`src/rtl/ept_pkg.sv`:
```
package ept_pkg;
  localparam int IDX_W = 2;
  typedef logic [IDX_W-1:0] idx_t;

  // next index, wrapping at n
  function automatic idx_t idx_wrap_inc(idx_t i, idx_t n);
    logic [IDX_W:0] s;
    s = {1'b0, i} + 1'b1;
    return (s >= {1'b0, n}) ? '0 : s[IDX_W-1:0];
  endfunction

  // (a + b) mod n for a < n, b <= n
  function automatic idx_t idx_add_mod(idx_t a, idx_t b, idx_t n);
    logic [IDX_W:0] s;
    s = {1'b0, a} + {1'b0, b};
    if (s >= {1'b0, n}) s = s - {1'b0, n};
    return s[IDX_W-1:0];
  endfunction
endpackage

```
`src/rtl/ept_bank_ctl.sv`:
```
module ept_bank_ctl
  import ept_pkg::*;
(
  input  logic clk,
  input  logic rst,
  input  logic clr,
  input  idx_t n_eff,
  input  logic req_fill,
  input  logic req_free,
  input  logic adv_on_fill,
  output logic fill_ok,
  output logic free_ok,
  output idx_t cur_q,
  output idx_t busy_q,
  output idx_t cur_nxt,
  output idx_t busy_nxt,
  output idx_t wptr
);
  logic adv;

  assign free_ok = req_free && (busy_q != '0);
  assign fill_ok = req_fill && ((busy_q < n_eff) || free_ok);
  assign adv     = adv_on_fill ? fill_ok : free_ok;
  assign cur_nxt = adv ? idx_wrap_inc(cur_q, n_eff) : cur_q;
  assign wptr    = idx_add_mod(cur_q, busy_q, n_eff);

  always_comb begin
    case ({fill_ok, free_ok})
      2'b10:   busy_nxt = busy_q + 1'b1;
      2'b01:   busy_nxt = busy_q - 1'b1;
      default: busy_nxt = busy_q;
    endcase
  end

  always_ff @(posedge clk) begin
    if (rst || clr) begin
      cur_q  <= '0;
      busy_q <= '0;
    end else begin
      cur_q  <= cur_nxt;
      busy_q <= busy_nxt;
    end
  end
endmodule

```
`src/rtl/ept_len_store.sv`:
```
module ept_len_store
  import ept_pkg::*;
#(
  parameter int NB    = 3,
  parameter int LEN_W = 11
) (
  input  logic             clk,
  input  logic             we,
  input  idx_t             waddr,
  input  logic [LEN_W-1:0] wdata,
  input  idx_t             raddr,
  output logic [LEN_W-1:0] rdata
);
  logic [LEN_W-1:0] bank_len [NB];

  for (genvar g = 0; g < NB; g++) begin : g_bank
    logic [LEN_W-1:0] len_q;
    always_ff @(posedge clk) begin
      if (we && (waddr == idx_t'(g))) len_q <= wdata;
    end
    assign bank_len[g] = len_q;
  end

  // read with write-through so a same-cycle store is visible
  always_comb begin
    rdata = '0;
    for (int i = 0; i < NB; i++) begin
      if (raddr == idx_t'(i)) rdata = bank_len[i];
    end
    if (we && (waddr == raddr)) rdata = wdata;
  end
endmodule

```
`src/rtl/ept_byte_cnt.sv`:
```
module ept_byte_cnt #(
  parameter int W = 11
) (
  input  logic         clk,
  input  logic         rst,
  input  logic         clr,
  input  logic         load,
  input  logic [W-1:0] load_val,
  input  logic         inc,
  input  logic         dec,
  output logic [W-1:0] count
);
  localparam logic [W-1:0] CMAX = '1;

  always_ff @(posedge clk) begin
    if (rst || clr) begin
      count <= '0;
    end else if (load) begin
      count <= load_val;
    end else if (inc && !dec) begin
      if (count != CMAX) count <= count + 1'b1;
    end else if (dec && !inc) begin
      if (count != '0) count <= count - 1'b1;
    end
  end
endmodule

```
`src/rtl/ept_bank_tracker.sv`:
```
module ept_bank_tracker
  import ept_pkg::*;
#(
  parameter int MAX_BANKS = 3,
  parameter int BC_W      = 11
) (
  input  logic            clk,
  input  logic            rst,
  input  logic            cfg_in,
  input  logic            cfg_ctrl,
  input  logic [1:0]      cfg_nbanks,
  input  logic            fw_pkt_rdy,
  input  logic            fw_out_clr,
  input  logic            fw_wr,
  input  logic            fw_rd,
  input  logic            pe_out_rcv,
  input  logic [BC_W-1:0] pe_out_len,
  input  logic            pe_in_sent,
  input  logic            pe_nak,
  input  logic            pe_setup,
  input  logic            setup_req_dir,
  input  logic            ep_rst,
  input  logic            ep_dis,
  output logic [1:0]      cur_bank,
  output logic [1:0]      busy_banks,
  output logic [BC_W-1:0] byte_count,
  output logic            nak_out
);
  localparam idx_t MAXB = idx_t'(MAX_BANKS);

  logic clr;
  idx_t n_eff;
  logic fill_ok, free_ok;
  idx_t cur_q, busy_q, cur_nxt, busy_nxt, wptr;
  logic [BC_W-1:0] len_rd;
  logic len_we;
  logic bc_load;
  logic [BC_W-1:0] bc_val;
  logic dir_q, dir_nxt;

  assign clr = ep_rst || ep_dis;

  always_comb begin
    if (cfg_ctrl || (cfg_nbanks == 2'd0)) n_eff = idx_t'(1);
    else if (cfg_nbanks > MAXB)           n_eff = MAXB;
    else                                  n_eff = cfg_nbanks;
  end

  ept_bank_ctl u_ctl (
    .clk         (clk),
    .rst         (rst),
    .clr         (clr),
    .n_eff       (n_eff),
    .req_fill    (cfg_in ? fw_pkt_rdy : pe_out_rcv),
    .req_free    (cfg_in ? pe_in_sent : fw_out_clr),
    .adv_on_fill (cfg_in),
    .fill_ok     (fill_ok),
    .free_ok     (free_ok),
    .cur_q       (cur_q),
    .busy_q      (busy_q),
    .cur_nxt     (cur_nxt),
    .busy_nxt    (busy_nxt),
    .wptr        (wptr)
  );

  assign len_we = !cfg_in && fill_ok && !clr && !rst;

  ept_len_store #(.NB(MAX_BANKS), .LEN_W(BC_W)) u_len (
    .clk   (clk),
    .we    (len_we),
    .waddr (wptr),
    .wdata (pe_out_len),
    .raddr (cur_nxt),
    .rdata (len_rd)
  );

  always_comb begin
    bc_load = 1'b0;
    bc_val  = '0;
    if (cfg_in) begin
      bc_load = fill_ok;
    end else if (free_ok) begin
      bc_load = 1'b1;
      bc_val  = (busy_nxt == '0) ? '0 : len_rd;
    end else if (fill_ok && (busy_q == '0)) begin
      bc_load = 1'b1;
      bc_val  = len_rd;
    end
  end

  ept_byte_cnt #(.W(BC_W)) u_bc (
    .clk      (clk),
    .rst      (rst),
    .clr      (clr),
    .load     (bc_load),
    .load_val (bc_val),
    .inc      (fw_wr),
    .dec      (fw_rd),
    .count    (byte_count)
  );

  assign dir_nxt = (cfg_ctrl && pe_setup) ? setup_req_dir : dir_q;

  always_ff @(posedge clk) begin
    if (rst || clr) begin
      dir_q    <= 1'b0;
      nak_out  <= 1'b0;
      cur_bank <= '0;
    end else begin
      dir_q    <= dir_nxt;
      if (pe_nak) nak_out <= 1'b1;
      cur_bank <= cfg_ctrl ? {1'b0, dir_nxt} : cur_nxt;
    end
  end

  assign busy_banks = busy_q;
endmodule

```
`config.mk`:
```
export PLATFORM = sky130hd
export DESIGN_NAME = ept_bank_tracker
export DESIGN_NICKNAME = d
export VERILOG_FILES = /design/src/rtl/ept_pkg.sv /design/src/rtl/ept_bank_ctl.sv /design/src/rtl/ept_len_store.sv /design/src/rtl/ept_byte_cnt.sv /design/src/rtl/ept_bank_tracker.sv
export SDC_FILE = /design/constraint.sdc
export NUM_CORES = 1
export LEC_CHECK = 0
export ABC_CLOCK_PERIOD_IN_PS = 8540
export CORE_ASPECT_RATIO = 1.2
export CORE_MARGIN = 5
export CORE_UTILIZATION = 50
export CTS_CLUSTER_DIAMETER = 150
export DETAILED_ROUTE_END_ITERATION = 16
export GPL_ROUTABILITY_DRIVEN = 0
export PLACE_DENSITY = 0.82
export SYNTH_ARGS = -nofsm -noshare
export SYNTH_HDL_FRONTEND = slang
export SYNTH_SLANG_ARGS = --single-unit
```
`constraint.sdc`:
```
create_clock -name clk -period 8.54 [get_ports clk]
set_clock_uncertainty 0.15 [all_clocks]
set_input_delay 1.708 -clock clk [delete_from_list [all_inputs] [get_ports clk]]
set_output_delay 1.708 -clock clk [all_outputs]
set_load 0.03 [all_outputs]
```
# Word level (Yosys, flattened, before mapping)
# Index checks and enable logic that the tools add are counted.
# Widths: inputs -> output; s select.
[totals] input_bits=28 out_inout_bits=16 wordCells=90 register_bits=52
[op_classes] muxes=27 n_reduce_logical=33 magnitude_cmp=4 n_addsub=7 eq_ne=9
[op_table] cell="$mux 11" n=13
[op_table] cell="$logic_and 1x1->1" n=13
[op_table] cell="$add 11x1->11 const B" n=1
[op_table] cell="$ne 11x11->1 const B" n=1
[op_table] cell="$reduce_bool 11->1" n=1
[op_table] cell="$sub 11x1->11 const B" n=1
[op_table] cell="$logic_not 2->1" n=5
[op_table] cell="$mux 2" n=5
[op_table] cell="$mux 1" n=8
[op_table] cell="$eq 2x1->1 const B" n=3
[op_table] cell="$eq 2x2->1 const B" n=3
[op_table] cell="$ge 3x2->1" n=2
[op_table] cell="$reduce_bool 3->1" n=2
[op_table] cell="$logic_not 1->1" n=5
[op_table] cell="$logic_or 1x1->1" n=4
[op_table] cell="$pmux 2 s2" n=1
[op_table] cell="$add 2x1->3 const B" n=1
[op_table] cell="$add 2x2->3" n=1
[op_table] cell="$ne 3x3->1 const B" n=1
[op_table] cell="$reduce_and 3->1" n=1
[op_table] cell="$add 2x1->2 const B" n=1
[op_table] cell="$eq 2x2->1" n=1
[op_table] cell="$gt 2x2->1 const B" n=1
[op_table] cell="$lt 2x2->1" n=1
[op_table] cell="other kinds (4)" n=4

# Longest topological paths before layout
# Gate-level depths: netlist of run 1.
[depth] depth_word=17 ltp_mapped=13 depth_no_buf=12

# Hierarchy
# Synthesis of run 1 repeated with hierarchy kept, for this count alone.
[unflattened] hier_cells=315 hier_area_um2=3500.9
[modules_own_cells] module="ept_len_store" area_each_um2=1440.1 n_inst=1 seq_area_each_um2=991.0 cells_per_inst=77
[modules_own_cells] module="ept_byte_cnt" area_each_um2=1081.0 n_inst=1 seq_area_each_um2=220.2 cells_per_inst=127
[modules_own_cells] module="ept_bank_ctl" area_each_um2=518.0 n_inst=1 seq_area_each_um2=80.1 cells_per_inst=60
[modules_own_cells] module="ept_bank_tracker" area_each_um2=461.7 n_inst=1 seq_area_each_um2=80.1 cells_per_inst=51

# Worst setup path after synthesis of run 1
# OpenSTA, ideal clock, no wires.
[synth_path] path_kind="input -> register" from="input cfg_ctrl" to="register u_bc.count[0]" setup_ns=0.089 path_slack_ns=4.144 arrival_time_ns=4.158 required_ns=8.301 path_stages=11 n_path_buf=2 path_cell_list="nand2b_1 -> ha_1 -> a21o_1 -> or3_4 -> a2111o_1 -> and2_1 -> buf_2 -> buf_6 -> mux2i_1 -> o211a_1 -> o32ai_2"
[synth_via] elab_chain_cells=16 elab_cells_between_ends=41 cone_classes="add/sub: 1; order compare: 3; eq/ne: 6; mux: 18; reduce/logical: 13"
[synth_lines] element="start: declaration" line="ept_bank_tracker.sv:10" rtl="input logic cfg_ctrl,"
[synth_lines] element="$logic_or 1x1->1 *" line="ept_bank_tracker.sv:44" rtl="if (cfg_ctrl || (cfg_nbanks == 2'd0)) n_eff = idx_t'(1);"
[synth_lines] element="$mux 2 *" line="ept_bank_tracker.sv:44"
[synth_lines] element="$lt 2x2->1" line="ept_bank_ctl.sv:22" rtl="assign fill_ok = req_fill && ((busy_q < n_eff) || free_ok);"
[synth_lines] element="$logic_or 1x1->1" line="ept_bank_ctl.sv:22"
[synth_lines] element="$logic_and 1x1->1" line="ept_bank_ctl.sv:22"
[synth_lines] element="$mux 1" line="ept_bank_ctl.sv:23" rtl="assign adv = adv_on_fill ? fill_ok : free_ok;"
[synth_lines] element="$mux 2" line="ept_bank_ctl.sv:24" rtl="assign cur_nxt = adv ? idx_wrap_inc(cur_q, n_eff) : cur_q;"
[synth_lines] element="$logic_not 2->1" line="ept_len_store.sv:28" rtl="if (raddr == idx_t'(i)) rdata = bank_len[i];"
[synth_lines] element="$mux 11 (3 in a row)" line="ept_len_store.sv:28"
[synth_lines] element="$mux 11" line="ept_len_store.sv:30" rtl="if (we && (waddr == raddr)) rdata = wdata;"
[synth_lines] element="$mux 11, on equally long branches" line="ept_bank_tracker.sv:85, ept_bank_tracker.sv:84"
[synth_lines] element="$mux 11" line="ept_bank_tracker.sv:82" rtl="end else if (free_ok) begin"
[synth_lines] element="$mux 11" line="ept_bank_tracker.sv:80" rtl="if (cfg_in) begin"
[synth_lines] element="$mux 11" line="ept_byte_cnt.sv:18" rtl="end else if (load) begin"
[synth_lines] element="end signal: assignment" line="ept_byte_cnt.sv:19" rtl="count <= load_val;"
[synth_lines] element="end signal: assignment" line="ept_byte_cnt.sv:21" rtl="if (count != CMAX) count <= count + 1'b1;"
[synth_lines] element="end signal: assignment" line="ept_byte_cnt.sv:23" rtl="if (count != '0) count <= count - 1'b1;"
[synth_lines] element="end: declaration" line="ept_byte_cnt.sv:11" rtl="output logic [W-1:0] count"
# Mark *: on every way between the ends. The rest lies on a longest branch, timed or not.
# A chain may end at the register's enable or synchronous reset.

# Worst setup path in the final report of run 1
[layout_path] from="input cfg_ctrl" to="register u_bc.count[4]"
# The elaborated chain is that of the path after synthesis.

==> run summary, run 1 <==
Combinational Power Share = 15.4%
Antenna Nets Post-Route = 0
Metal1 wirelength = 2970 microns
Global-route wire length before repair = 11200 microns
Internal power = 395 uW
Grt total ovfl = 0
Worst-path maximum fanout = 22
Die height = 95.8 microns
Share of power burned in registers = 52.6%
Core footprint = 6010 sq um
Xor-xnor portion of the synthesized cell area = 2.85%
Max Clk Rate = 187 MHz
P&R area growth vs syn = 19.6%
Layout cells sized above 1 = 7.67%
Peak supply drop = 65.2 uV
Via count = 2385
CTS tree = yes
Vias per cell = 5.85
Post-Syn Area = 3070 sq um
Initial Util = 51.1%
Core Util, Final = 61.1%
Initial antenna violation count = 0
CTS Root Cell = clkbuf_8
# hold bufs at CTS = 0
Largest net degree at the start of global routing = 25
DR pass1 iterations = 4
Final std cells w/o fill = 408
Routed length on met3 = 325 microns
NumNets Final = 370
CP endpoint kind = flip-flop
Final TNS setup = 0 ps
Relative max-transition margin = 23.3%
DRT iter0 DRCs = 192
Final Cycle Share = 62.6%
Worst Tran Pin Value = 1140 ps
Ant diodes = 0
Total track usage = 18.6%
Final Max Tran Viols = 0
Critical path startpoint category = input pin
Synth Net Count = 328
Post-synth EDFFs = 33
Fill cells = 488
Seq/Total Area, Yosys = 44.7%
Synth Area in Compound Gates = 19.5%
Area of the multi-input gates = 1600 sq um
Residual DRC = 0
Die Wd = 81.5 microns
Hold violation total from the final report = 0
Asr flop ratio synth = 0%
Combinational family with the most area after synthesis = compound AO/OA/AOI/OAI gates
Synth Instances = 283
Row Count = 31
Storage cell area = 1370 sq um
Post_cts resized = 0
Clk pin slew, worst setup/hold paths = 90 ps
TritonCTS buffer count = 5
RSZ-0062 raised after global routing = no
Placed insts = 400
Max Cap Viol = 0
Simple-Gate Fraction of Synth Area = 15.5%
Leakage = 1.40 nW
Sw Pwr = 122 uW
Switching Share = 23.6%
Final WL = 6850 microns
Post-synthesis cell type count = 52
Worst skew pair latency = 300 ps
Post-synthesis mux area share = 6.52%
Clock power share = 32.0%
IO Pins = 44
IO Port Bufs = 43
Register bit total from synthesis = 52
Hold WC Path Type = reg2reg
Vias in the first global route = 2331
Post-CTS Setup Repair Bufs = 0
WL met2 = 3420 microns
Setup CP Type = in2reg
Period minus WS final = 5350 ps
Avg Cell Area, Syn = 10.8 sq um
Run status = finished clean
Routed WL per cell = 16.8 microns
Ys Warns = 0
Post-synth top flop = edfxtp_1
Worst EP required = 8550 ps
P per Cell Area = 141 nW/um^2
Sink Count = 52
Top Layer Used = met4
Worst Path Arrival = 5360 ps
Clock buffer depth = 2
Die area = 7810 sq um
# setup viols final = 0
Post-DP HPWL = 4970 microns
H-tree levels = 2
Area share of fa/ha/maj cells after synthesis = 7.74%
-- layout by cell type, fill, tap and decap left out, drive strengths merged, types with 3 or more instances in the layout --
| cell | count |
|---|---|
| o32ai | 12 |
| ha | 15 |
| nand3 | 20 |
| nor2 | 26 |
| xnor2 | 9 |
| nand2b | 8 |
| a211oi | 4 |
| a21o | 3 |
| o21ai | 7 |
| a2111o | 3 |
| nor3 | 9 |
| clkdlybuf4s50 | 43 |
| and3 | 3 |
| a21oi | 14 |
| inv | 10 |
| edfxtp | 33 |
| buf | 3 |
| mux2i | 20 |
| nand2 | 13 |
| dfxtp | 19 |
| clkbuf | 6 |
| nand4 | 3 |
| o211a | 11 |
-- worst max-delay path, cell delays in order --
cell             delay [ps]
clkdlybuf4s50_1         540
nand2b_1                260
or2_2                   320
ha_1                    270
nand2b_1                160
maj3_1                  350
a2111o_1                440
and3_1                  190
o22ai_2                 740
o211a_1                 290
o32ai_2                  90
-- flip-flops by register name, indices dropped and copies added, names as in the netlist --
signal	count
u_len.g_bank.len_q	33
u_bc.count	11
cur_bank	2
u_ctl.busy_q	2
u_ctl.cur_q	2
dir_q	1
nak_out	1
-- cells by family (layout without fill, tap and decap cells) --
group,count (synthesis),in the layout
flip-flops,52,52
XOR/XNOR,10,10
AND/OR/NAND/NOR,95,95
AO/OA/AOI/OAI,67,67
adder cells (fa/ha/maj),18,18
buffers and inverters,21,64
multiplexers,20,20
-- metrics by stage --
stage	total power, mW	hold slack (ps)	worst slack, ps	cell area (sq um)
6_report	0.518	318	3190	3670
5_1_grt	0.539	354	2940	3670
4_1_cts	0.520	313	3180	3670
3_5_place_dp	0.357	299	2880	3560
3_3_place_gp	0.355	294	2900	3560
2_1_floorplan	0.329	286	4140	3070
-- metal layers --
metal | vias up | track usage, %
met1 | 1159 | 23.4
met2 | 54 | 32.0
met5 | - | 0
met4 | 0 | 7.18
li1 | 1162 | -
met3 | 10 | 2.53
-- cell usage after synthesis (2+ instances only) --
cell | n | area share, %
edfxtp_1 | 33 | 32
nor2_1 | 26 | 3.2
mux2i_1 | 20 | 6.5
nand3_1 | 20 | 3.3
dfxtp_1 | 19 | 12
ha_1 | 15 | 6.1
a21oi_1 | 14 | 2.3
nand2_1 | 13 | 1.6
o211a_1 | 11 | 3.6
inv_1 | 10 | 1.2
o32ai_2 | 10 | 5.3
nor3_1 | 9 | 1.5
xnor2_1 | 9 | 2.6
nand2b_1 | 8 | 1.6
clkbuf_1 | 6 | 0.73
o21ai_0 | 6 | 0.98
a2111o_1 | 3 | 1.1
a211oi_1 | 3 | 0.73
a21o_1 | 3 | 0.73
and3_1 | 3 | 0.61
nand4_1 | 3 | 0.61
buf_2 | 2 | 0.33
buf_6 | 2 | 0.73
fa_1 | 2 | 1.3
nor2b_1 | 2 | 0.41
nor4_1 | 2 | 0.41
o21bai_1 | 2 | 0.49
o32ai_1 | 2 | 0.57
or2_2 | 2 | 0.41
-- area by class of cell --
class                      count  share of cell area (%)
clock buffer                   6                    1.98
clock inverter                 2                   0.954
inverter                      10                    1.02
multi-input combinational    210                    43.6
sequential                    52                    37.4
tap                           82                    2.79
timing repair buffer          46                    12.3
-- power by group through the flow --
| stage | logic (mW) | clock network [mW] | registers, mW |
|---|---|---|---|
| floorplan | 0.0484 | 0 | 0.280 |
| global placement | 0.0768 | 0 | 0.278 |
| detailed placement | 0.0792 | 0 | 0.278 |
| CTS | 0.0797 | 0.168 | 0.272 |
| global route | 0.0870 | 0.179 | 0.273 |
| finish | 0.0798 | 0.166 | 0.272 |
-- worst paths after layout --
| check | start | endpoint | slack, ps | cells after the start |
|---|---|---|---|---|
| setup reg to reg | u_ctl.busy_q[0] | u_bc.count[4] | 4740 | 11 |
| hold reg to reg | dir_q | dir_q | 320 | 2 |
| hold / removal | dir_q | dir_q | 320 | 2 |
| setup / recovery | cfg_ctrl | u_bc.count[4] | 3190 | 11 |
(Power assumes the default switching activity.)
==> inputs of run 2 (changes only) <==
--- a/config.mk
+++ b/config.mk
@@ -5,7 +5,7 @@
 export SDC_FILE = /design/constraint.sdc
 export NUM_CORES = 1
 export LEC_CHECK = 0
-export ABC_CLOCK_PERIOD_IN_PS = 8540
+export ABC_CLOCK_PERIOD_IN_PS = 5600
 export CORE_ASPECT_RATIO = 1.2
 export CORE_MARGIN = 5
 export CORE_UTILIZATION = 50
==> constraint.sdc (replaced) <==
create_clock -name clk -period 5.6 [get_ports clk]
set_clock_uncertainty 0.15 [all_clocks]
set_input_delay 1.12 -clock clk [delete_from_list [all_inputs] [get_ports clk]]
set_output_delay 1.12 -clock clk [all_outputs]
set_load 0.03 [all_outputs]
==> run 2 against run 1 <==
Critical path depth decreased by 1. Register-to-register slack worse by 2700 ps. Via count is the same. Hold slack improved by 2.2 ps. Count of clock-buffer cells in the layout is the same. Non-clock buffer count increased by 4. Sequential share of layout area down 0.30 points. Combinational power increased by 53%. Power grew 53%. Setup slack got worse by 2400 ps. Clock power increased by 52%. Sequential power increased by 53%. Critical path type unchanged. Largest cell class unchanged. Highest routed layer unchanged.
==> run summary, run 2 (synthesized netlist as in run 1, its figures left out) <==
Run status = finished clean (unchanged)
DR pass1 iterations = 4 (unchanged)
# setup viols final = 0 (unchanged)
Grt total ovfl = 0 (unchanged)
Largest net degree at the start of global routing = 25 (unchanged)
Die Wd = 81.5 microns (unchanged)
CP max stage cell = and2_1 (was o22ai_2)
Area of the multi-input gates = 1600 sq um (unchanged)
Global-route wire length before repair = 11300 microns (was 11200 microns)
Post-CTS Setup Repair Bufs = 0 (unchanged)
Ant diodes = 0 (unchanged)
Clock buffer depth = 2 (unchanged)
NumNets Final = 374 (was 370)
Final Max Tran Viols = 0 (unchanged)
Layout cells sized above 1 = 8.79% (was 7.67%)
IO Pins = 44 (unchanged)
Worst Path Arrival = 4830 ps (was 5360 ps)
Largest Register = u_len.g_bank.len_q (unchanged)
Leakage = 1.42 nW (was 1.40 nW)
Biggest regs = u_len.g_bank.len_q: 33 flops, u_bc.count: 11 flops (unchanged)
Hold WC Path Type = reg2reg (unchanged)
Routed WL per cell = 16.4 microns (was 16.8 microns)
Final Cycle Share = 85.0%
Vias per cell = 5.79 (was 5.85)
Max FFs per register = 33 (unchanged)
Final TNS setup = 0 ps (unchanged)
Via count = 2385 (unchanged)
Post-DP HPWL = 4840 microns (was 4970 microns)
Most frequent cells in the layout = clkdlybuf4s50_1 (43), edfxtp_1 (33), nor2_1 (26) (unchanged)
P per Cell Area = 213 nW/um^2 (was 141 nW/um^2)
Die height = 95.8 microns (unchanged)
Most common cell after layout, fill and taps aside = clkdlybuf4s50_1 (unchanged)
CP endpoint kind = flip-flop (unchanged)
Initial Util = 51.1% (unchanged)
CTS Root Cell = clkbuf_8 (unchanged)
R2r setup slk = 2070 ps (was 4740 ps)
CTS tree = yes (unchanged)
Period minus WS final = 4760 ps
Critical path startpoint category = input pin (unchanged)
Worst EP required = 5660 ps (was 8550 ps)
Worst skew pair latency = 300 ps (about the same)
Die area = 7810 sq um (unchanged)
Fill cells = 514 (was 488)
TritonCTS buffer count = 5 (unchanged)
Row Count = 31 (unchanged)
Max Cap Viol = 0 (unchanged)
Max Clk Rate = 210 MHz
Initial antenna violation count = 0 (unchanged)
Final WL = 6750 microns (was 6850 microns)
P&R area growth vs syn = 20.5% (was 19.6%)
Antenna Nets Post-Route = 0 (unchanged)
Core footprint = 6010 sq um (unchanged)
CP max stage delay = 910 ps (was 740 ps)
Sink Count = 52 (unchanged)
Vias in the first global route = 2397 (was 2331)
Peak supply drop = 143 uV (was 65.2 uV)
Setup CP Type = in2reg (unchanged)
# hold bufs at CTS = 0 (unchanged)
Clk pin slew, worst setup/hold paths = 90 ps (about the same)
Hold violation total from the final report = 0 (unchanged)
DRT iter0 DRCs = 100 (was 192)
Residual DRC = 0 (unchanged)
RSZ-0062 raised after global routing = no (unchanged)
Total track usage = 18.6% (about the same)
Worst-path maximum fanout = 24 (was 22)
Critical path, cell by cell = clkdlybuf4s50_1 > nand2b_1 > ha_1 > nor4bb_1 > or3_4 > a2111o_1 > and2_1 > mux2i_1 > o211a_1 > o32ai_1 (was clkdlybuf4s50_1 > nand2b_1 > or2_2 > ha_1 > nand2b_1 > maj3_1 > a2111o_1 > and3_1 > o22ai_2 > o211a_1 > o32ai_2)
IO Port Bufs = 43 (unchanged)
Core Util, Final = 61.6% (was 61.1%)
Post_cts resized = 0 (unchanged)
Relative max-transition margin = 23.4% (was 23.3%)
Storage cell area = 1370 sq um (unchanged)
H-tree levels = 2 (unchanged)
Hold WS = 320 ps (was 318 ps)
Worst Tran Pin Value = 1150 ps (was 1140 ps)
[run 2: final cells by class]
type	count	area share, %
inverter	10	1.01
clock buffer	6	1.96
clock inverter	2	0.947
multi-input combinational	210	43.2
timing repair buffer	50	13.0
sequential	52	37.1
tap	82	2.77
[run 2: metal layers]
layer	global-route usage (%)	part of all wire [%]	up-vias	wire (microns)
met5	0	0	-	0
met4	6.76	1.7	0	117
met3	2.15	3.8	9	255
met2	31.0	48	56	3260
met1	24.7	46	1148	3120
li1	-	-	1172	-
[run 2: worst paths after layout]
path	start	to	cells past startpoint
worst max-delay path	cfg_ctrl	u_bc.count[10]	10
worst min-delay path	dir_q	dir_q	2
worst max register to register	u_ctl.busy_q[1]	u_bc.count[10]	8
worst min register to register	dir_q	dir_q	2
[run 2: metrics by stage]
stage	cell area (sq um)	setup slack, ps	cells	power [mW]
after CTS	3700	775	412	0.792
after detailed placement	3590	464	404	0.545
after global placement	3590	562	404	0.542
final	3700	838	412	0.790
after global routing	3700	502	412	0.820
after floorplan	3070	1790	283	0.501
[run 2: critical path: cells and delay by family]
| family | cells | cell delay [ps] |
|---|---|---|
| adder cells (fa/ha/maj) | 1 | 310 |
| AND/OR/NAND/NOR | 4 | 1950 |
| multiplexers | 1 | 200 |
| buffers and inverters | 1 | 540 |
| AO/OA/AOI/OAI | 3 | 690 |
[run 2: report_power, final]
part / switching [mW] / internal [mW] / total [mW]
registers: 0.00439 / 0.410 / 0.415
logic: 0.0615 / 0.0609 / 0.122
clock network: 0.120 / 0.133 / 0.252
